## config.mk

```make
export PLATFORM = sky130hd
export DESIGN_NAME = pg_window_monitor
export DESIGN_NICKNAME = d
export VERILOG_FILES = /design/src/rtl/pgw_pkg.sv /design/src/rtl/pgw_thresh.sv /design/src/rtl/pgw_rail_cmp.sv /design/src/rtl/pgw_glitch_filter.sv /design/src/rtl/pg_window_monitor.sv
export SDC_FILE = /design/constraint.sdc
export NUM_CORES = 2
export LEC_CHECK = 0
export ABC_AREA = 1
export BUFFER_PORTS_ARGS = -buffer_cell sky130_fd_sc_hd__buf_2
export CAP_MARGIN = 20
export CORE_ASPECT_RATIO = 1.2
export CORE_MARGIN = 1.5
export CORE_UTILIZATION = 50
export DETAILED_ROUTE_END_ITERATION = 10
export PLACE_DENSITY = 0.75
export SLEW_MARGIN = 25
export SYNTH_ARGS = -nofsm -noshare
export SYNTH_HDL_FRONTEND = slang
export SYNTH_SLANG_ARGS = --single-unit
```

## constraint.sdc

```tcl
create_clock -name clk -period 2.8 [get_ports clk]
set_input_delay 0.42 -clock clk [delete_from_list [all_inputs] [get_ports clk]]
set_output_delay 0.42 -clock clk [all_outputs]
set_load 0.005 [all_outputs]
```

## src/rtl/pgw_pkg.sv

```systemverilog
package pgw_pkg;
   localparam int unsigned PCT_SCALE = 100;

   typedef struct packed {
      logic uv;
      logic ov;
   } pgw_verdict_t;
endpackage

```

## src/rtl/pgw_thresh.sv

```systemverilog
module pgw_thresh
   import pgw_pkg::*;
#(
   parameter int unsigned SAMPLE_W = 12,
   parameter int unsigned PCT_W    = 7,
   parameter int unsigned PCT_MAX  = 50
) (
   input  logic                clk,
   input  logic                rst_n,
   input  logic [SAMPLE_W-1:0] nominal,
   input  logic [PCT_W-1:0]    uv_pct,
   input  logic [PCT_W-1:0]    ov_pct,
   output logic [SAMPLE_W:0]   uv_th,
   output logic [SAMPLE_W:0]   ov_th
);
   localparam int unsigned PROD_W = SAMPLE_W + 8;
   localparam int unsigned RES_W  = SAMPLE_W + 1;

   logic [PCT_W-1:0]  uv_sat, ov_sat;
   logic [PROD_W-1:0] uv_mult, ov_mult, uv_prod, ov_prod;

   always_comb begin
      uv_sat  = (uv_pct > PCT_W'(PCT_MAX)) ? PCT_W'(PCT_MAX) : uv_pct;
      ov_sat  = (ov_pct > PCT_W'(PCT_MAX)) ? PCT_W'(PCT_MAX) : ov_pct;
      uv_mult = PROD_W'(PCT_SCALE) - PROD_W'(uv_sat);
      ov_mult = PROD_W'(PCT_SCALE) + PROD_W'(ov_sat);
      uv_prod = PROD_W'(nominal) * uv_mult;
      ov_prod = PROD_W'(nominal) * ov_mult;
   end

   // thresholds are re-registered every cycle, so a new configuration is in use one cycle later
   always_ff @(posedge clk or negedge rst_n) begin
      if (!rst_n) begin
         uv_th <= '0;
         ov_th <= '1;
      end else begin
         uv_th <= RES_W'(uv_prod / PROD_W'(PCT_SCALE));
         ov_th <= RES_W'(ov_prod / PROD_W'(PCT_SCALE));
      end
   end
endmodule

```

## src/rtl/pgw_rail_cmp.sv

```systemverilog
module pgw_rail_cmp
   import pgw_pkg::*;
#(
   parameter int unsigned SAMPLE_W = 12
) (
   input  logic                clk,
   input  logic                rst_n,
   input  logic                load,
   input  logic [SAMPLE_W-1:0] sample,
   input  logic [SAMPLE_W:0]   uv_th,
   input  logic [SAMPLE_W:0]   ov_th,
   output pgw_verdict_t        verdict
);
   logic [SAMPLE_W:0] wide;

   assign wide = {1'b0, sample};

   // the verdict is held until the next sample that belongs to this rail
   always_ff @(posedge clk or negedge rst_n) begin
      if (!rst_n) begin
         verdict <= '0;
      end else if (load) begin
         verdict.uv <= (wide < uv_th);
         verdict.ov <= (wide > ov_th);
      end
   end
endmodule

```

## src/rtl/pgw_glitch_filter.sv

```systemverilog
module pgw_glitch_filter #(
   parameter int unsigned DEPTH = 4,
   parameter int unsigned STYLE = 0
) (
   input  logic clk,
   input  logic rst_n,
   input  logic adv,
   input  logic raw,
   output logic filt
);
   localparam int unsigned CNT_W = (DEPTH > 1) ? $clog2(DEPTH) : 1;

   generate
      if (STYLE == 0) begin : g_count
         logic [CNT_W-1:0] run_q;
         logic             state_q;

         always_ff @(posedge clk or negedge rst_n) begin
            if (!rst_n) begin
               run_q   <= '0;
               state_q <= 1'b0;
            end else if (adv) begin
               if (raw == state_q) begin
                  run_q <= '0;
               end else if (run_q == CNT_W'(DEPTH - 1)) begin
                  state_q <= raw;
                  run_q   <= '0;
               end else begin
                  run_q <= run_q + 1'b1;
               end
            end
         end
         assign filt = state_q;
      end else begin : g_shift
         logic [DEPTH-1:0] hist_q;
         logic [DEPTH-1:0] hist_next;
         logic             state_q;

         assign hist_next = {hist_q[DEPTH-2:0], raw};

         always_ff @(posedge clk or negedge rst_n) begin
            if (!rst_n) begin
               hist_q  <= '0;
               state_q <= 1'b0;
            end else if (adv) begin
               hist_q <= hist_next;
               if (hist_next == {DEPTH{~state_q}}) state_q <= ~state_q;
            end
         end
         assign filt = state_q;
      end
   endgenerate
endmodule

```

## src/rtl/pg_window_monitor.sv

```systemverilog
module pg_window_monitor
   import pgw_pkg::*;
#(
   parameter int unsigned NUM_RAILS  = 4,
   parameter int unsigned SAMPLE_W   = 12,
   parameter int unsigned PCT_W      = 7,
   parameter int unsigned PCT_MAX    = 50,
   parameter int unsigned FILT_DEPTH = 4,
   parameter int unsigned FILT_STYLE = 0,
   localparam int unsigned IDX_W     = $clog2(NUM_RAILS)
) (
   input  logic                          clk,
   input  logic                          rst_n,
   input  logic [NUM_RAILS*SAMPLE_W-1:0] cfg_nominal,
   input  logic [NUM_RAILS*PCT_W-1:0]    cfg_uv_pct,
   input  logic [NUM_RAILS*PCT_W-1:0]    cfg_ov_pct,
   input  logic                          smp_valid,
   input  logic [IDX_W-1:0]              smp_rail,
   input  logic [SAMPLE_W-1:0]           smp_data,
   input  logic                          upd_stb,
   input  logic [NUM_RAILS-1:0]          fault_clr,
   output logic                          pgood,
   output logic                          ov_flag,
   output logic                          pgood_irq,
   output logic [NUM_RAILS-1:0]          fault_cap
);
   generate
      if (NUM_RAILS < 2) begin : g_bad_rails
         $error("NUM_RAILS must be at least 2");
      end
      if (FILT_DEPTH < 2) begin : g_bad_depth
         $error("FILT_DEPTH must be at least 2");
      end
      if (PCT_MAX >= PCT_SCALE || PCT_MAX >= (1 << PCT_W)) begin : g_bad_pct
         $error("PCT_MAX must be below 100 and fit in PCT_W bits");
      end
      if (FILT_STYLE > 1) begin : g_bad_style
         $error("FILT_STYLE must be 0 (counter) or 1 (shift history)");
      end
   endgenerate

   logic [NUM_RAILS-1:0] filt_uv, filt_ov, rail_fault;
   logic                 pgood_q;

   genvar gi;
   generate
      for (gi = 0; gi < NUM_RAILS; gi++) begin : g_rail
         logic [SAMPLE_W:0] uv_th, ov_th;
         pgw_verdict_t      verdict;
         logic              hit;

         assign hit = smp_valid && (smp_rail == IDX_W'(gi));

         pgw_thresh #(
            .SAMPLE_W (SAMPLE_W),
            .PCT_W    (PCT_W),
            .PCT_MAX  (PCT_MAX)
         ) u_thresh (
            .clk     (clk),
            .rst_n   (rst_n),
            .nominal (cfg_nominal[gi*SAMPLE_W +: SAMPLE_W]),
            .uv_pct  (cfg_uv_pct[gi*PCT_W +: PCT_W]),
            .ov_pct  (cfg_ov_pct[gi*PCT_W +: PCT_W]),
            .uv_th   (uv_th),
            .ov_th   (ov_th)
         );

         pgw_rail_cmp #(
            .SAMPLE_W (SAMPLE_W)
         ) u_cmp (
            .clk     (clk),
            .rst_n   (rst_n),
            .load    (hit),
            .sample  (smp_data),
            .uv_th   (uv_th),
            .ov_th   (ov_th),
            .verdict (verdict)
         );

         pgw_glitch_filter #(
            .DEPTH (FILT_DEPTH),
            .STYLE (FILT_STYLE)
         ) u_filt_uv (
            .clk   (clk),
            .rst_n (rst_n),
            .adv   (upd_stb),
            .raw   (verdict.uv),
            .filt  (filt_uv[gi])
         );

         pgw_glitch_filter #(
            .DEPTH (FILT_DEPTH),
            .STYLE (FILT_STYLE)
         ) u_filt_ov (
            .clk   (clk),
            .rst_n (rst_n),
            .adv   (upd_stb),
            .raw   (verdict.ov),
            .filt  (filt_ov[gi])
         );

         assign rail_fault[gi] = filt_uv[gi] | filt_ov[gi];
      end
   endgenerate

   assign pgood     = ~(|filt_uv | |filt_ov);
   assign ov_flag   = |filt_ov;
   assign pgood_irq = pgood_q & ~pgood;

   always_ff @(posedge clk or negedge rst_n) begin
      if (!rst_n) begin
         pgood_q   <= 1'b1;
         fault_cap <= '0;
      end else begin
         pgood_q   <= pgood;
         fault_cap <= (fault_cap & ~fault_clr) | rail_fault;
      end
   end
endmodule

```

==> flow_summary.json <==
{
  "hold_class": "primary input to asynchronous set/reset pin",
  "ys_ff_latch": 141,
  "clk_latency_ns": 0.43,
  "num_vias": 58200,
  "final_cell_mix": "buf_4 (1643), inv_1 (1587), nand2_1 (1360)",
  "ys_types": 77,
  "clock-sinks": 141,
  "fin_nets": 10800,
  "grt_antenna_before_repair": 13,
  "ff_latch_area_sq_mm": 0.00359,
  "cts-root-buf": "clkbuf_16",
  "tightestPinTransition_ns": 0.784,
  "die_w_um": 302,
  "totalWireLength_um": 168000,
  "yosys_warnings": 0,
  "fin_setup_tns_ns": -617.41,
  "clk_pin_slew_ns": 0.07,
  "ys_top_cells_by_area": "fa_1 (24%), nand2_1 (13%), inv_1 (12%)",
  "post_drt_wl_per_cell_um": 15.1,
  "core_sq_mm": 0.106,
  "dieArea_sq_mm": 0.109,
  "cts_buffers": 17,
  "clock_path_buffers": 2,
  "synth_top_cell_area_share_pct": 23.6,
  "grt_pass1_vias": 58900,
  "reg2reg_slack_ns": 0.65,
  "reg2reg_to": "g_rail[0].u_cmp.verdict[0]$_DFFE_PN0P_",
  "max_freq_mhz": 85.4,
  "min_period_over_period_pct": 418,
  "hold_buffers": 0,
  "grt-ovfl-total": 0,
  "critPathKind": "primary input to register",
  "grt_max_degree": 80,
  "port_buffers": 132,
  "setup_slack_ns": -8.91,
  "fin_crit_ns": 11.71,
  "pre_cts_ws_ns": -8.99,
  "outcome": "finished, violations left",
  "timing.critical_path.mode_cell": "nand2_2",
  "ys.flop_type": "dfrtp_1",
  "ff2ff_path_depth": 10,
  "ios": 133,
  "synth_edf_count": 0,
  "nFillCells": 6954,
  "htree_num_levels": 4,
  "timing.rr.start": "g_rail[0].u_thresh.ov_th[2]$_DFF_PN1_",
  "violations": "setup timing",
  "drtAntennaViolNets": 0,
  "startpoint_type": "primary input",
  "rsz0062_at_grt": "yes",
  "dr.pass1.iters": 8,
  "critPathMaxStageDelay_ns": 0.56,
  "synthesis.instances": 7778,
  "die_height_um": 361,
  "crit_path_end_kind": "register",
  "final-hold-violation-count": 0,
  "grt_usage_pct": 27.9,
  "slew_headroom_pct": 47.6,
  "drtIter0Drc": 3299,
  "slew_violations": 0,
  "start_util_pct": 50.4,
  "drive_gt1_share_pct": 41.5,
  "setup_viol": 104,
  "critPathRequiredTime_ns": 3.13,
  "netlist_area_sq_mm": 0.0535,
  "critPathMaxFanout": 8,
  "cts_tree": "built",
  "cpMaxStageDelayCell": "fa_1",
  "multiInputGateArea_sq_mm": 0.0503,
  "gp_congestion": 0.931,
  "vias_per_cell": 5.26,
  "async_reset_ff_share_pct": 100,
  "cp_data_arrival_time_ns": 12.04,
  "grt_pass1_wl_um": 259000,
  "drcViolationCount": 0,
  "dp_hpwl_um": 119000,
  "synth_seq_area_share_pct": 6.72,
  "finalClockSkew_ns": 0.00973,
  "cap_viol_max_count": 0,
  "synthesis.area_per_instance_sq_um": 6.88,
  "num_rows": 131,
  "layout.cells.most_common": "buf_4",
  "yosys.area.top_type": "fa_1",
  "areaGrowthSynthToFinish_pct": 44.7
}
==> registers in the layout, summed over array words and instances (netlist names) <==
signal	flops
fault_cap	4
g_rail.u_cmp.verdict	8
g_rail.u_filt_ov.filt	4
g_rail.u_filt_ov.g_count.run_q	8
g_rail.u_filt_uv.filt	4
g_rail.u_filt_uv.g_count.run_q	8
g_rail.u_thresh.ov_th	52
g_rail.u_thresh.uv_th	52
pgood_q	1
==> worst max-delay path, delay by kind of cell <==
family	cells	cell delay, ns
adder cells (fa/ha/maj)	6	2.66
buffers and inverters	16	1.61
AO/OA/AOI/OAI	6	0.96
AND/OR/NAND/NOR	55	5.89
XOR/XNOR	2	0.48
==> layout make-up <==
class	count	share of cell area [%]
well taps	1396	2.26
repair buffers	1839	17.9
clock inverters	9	0.204
clock buffers	23	0.630
diodes	8	0.0259
multi-input cells	5773	65.0
flip-flops and latches	141	4.64
inverters	1878	9.34
==> through the flow <==
step	hold slack (ns)	instances	utilization, %	instance area (sq um)
finish	0.0237	11100	72.9	77400
global route	0.0750	11100	72.9	77400
CTS	0.0542	11000	70.1	74500
detailed placement	0.503	10700	65.3	69400
global placement	0.490	10700	65.3	69400
floorplan	0.124	7872	-	57100
==> kinds of logic after synthesis <==
family	count (synthesis)	share of synthesized area, %
muxes	2	0.0421
and+or+nand+nor	3784	35.3
adders and majority gates	1048	33.4
other	2	0.0140
xor gates and xnor gates	210	3.96
buffers and inverters	1959	13.8
AOI/OAI and AO/OA	632	6.84
DFF	141	6.72
==> synthesized netlist by cell type (all sizes together) (11+ instances only) <==
cell / instances
a21o: 12
a21oi: 224
a31oi: 17
clkbuf: 79
clkinv: 24
dfrtp: 88
dfstp: 53
fa: 632
ha: 416
inv: 1854
nand2: 2271
nand3: 594
nand3b: 22
nand4: 211
nor2: 633
nor3: 23
o211ai: 29
o21a: 11
o21ai: 276
o22ai: 17
or2: 17
xnor2: 64
xor2: 146
==> routing by layer <==
| layer | wire length [um] | vias to the layer above | global-route usage [%] |
|---|---|---|---|
| met5 | 76 | - | 0 |
| met4 | 9020 | 12 | 11.3 |
| met3 | 9120 | 747 | 3.25 |
| met2 | 88900 | 1961 | 53.5 |
| met1 | 60500 | 28000 | 30.7 |
| li1 | - | 27500 | - |
==> timing repair <==
item | 4_1_cts | 5_1_grt
setup buffers | 253 | 105
pin swaps | 612 | 439
cloned | 1 | 0
endpoints found under the setup margin | 104 | 104
resized for setup | 633 | 572
==> how the worst max path moves through the flow <==
stage / from / to / slack, ns / cells after the start
6_report: cfg_uv_pct[14] / g_rail[2].u_thresh.uv_th[0]$_DFF_PN0_ / -8.91 / 85
5_1_grt: cfg_uv_pct[14] / g_rail[2].u_thresh.uv_th[0]$_DFF_PN0_ / -9.73 / 87
4_1_cts: cfg_uv_pct[14] / g_rail[2].u_thresh.uv_th[0]$_DFF_PN0_ / -8.17 / 87
3_5_place_dp: cfg_uv_pct[22] / g_rail[3].u_thresh.uv_th[0]$_DFF_PN0_ / -8.99 / 96
3_3_place_gp: cfg_uv_pct[22] / g_rail[3].u_thresh.uv_th[0]$_DFF_PN0_ / -8.67 / 94
2_1_floorplan: cfg_uv_pct[0] / g_rail[0].u_thresh.uv_th[0]$_DFF_PN0_ / -7.93 / 95
Power is left out: the tool's default activity adds up to more than one toggle a clock period on the data nets, which glitch-free logic cannot reach.
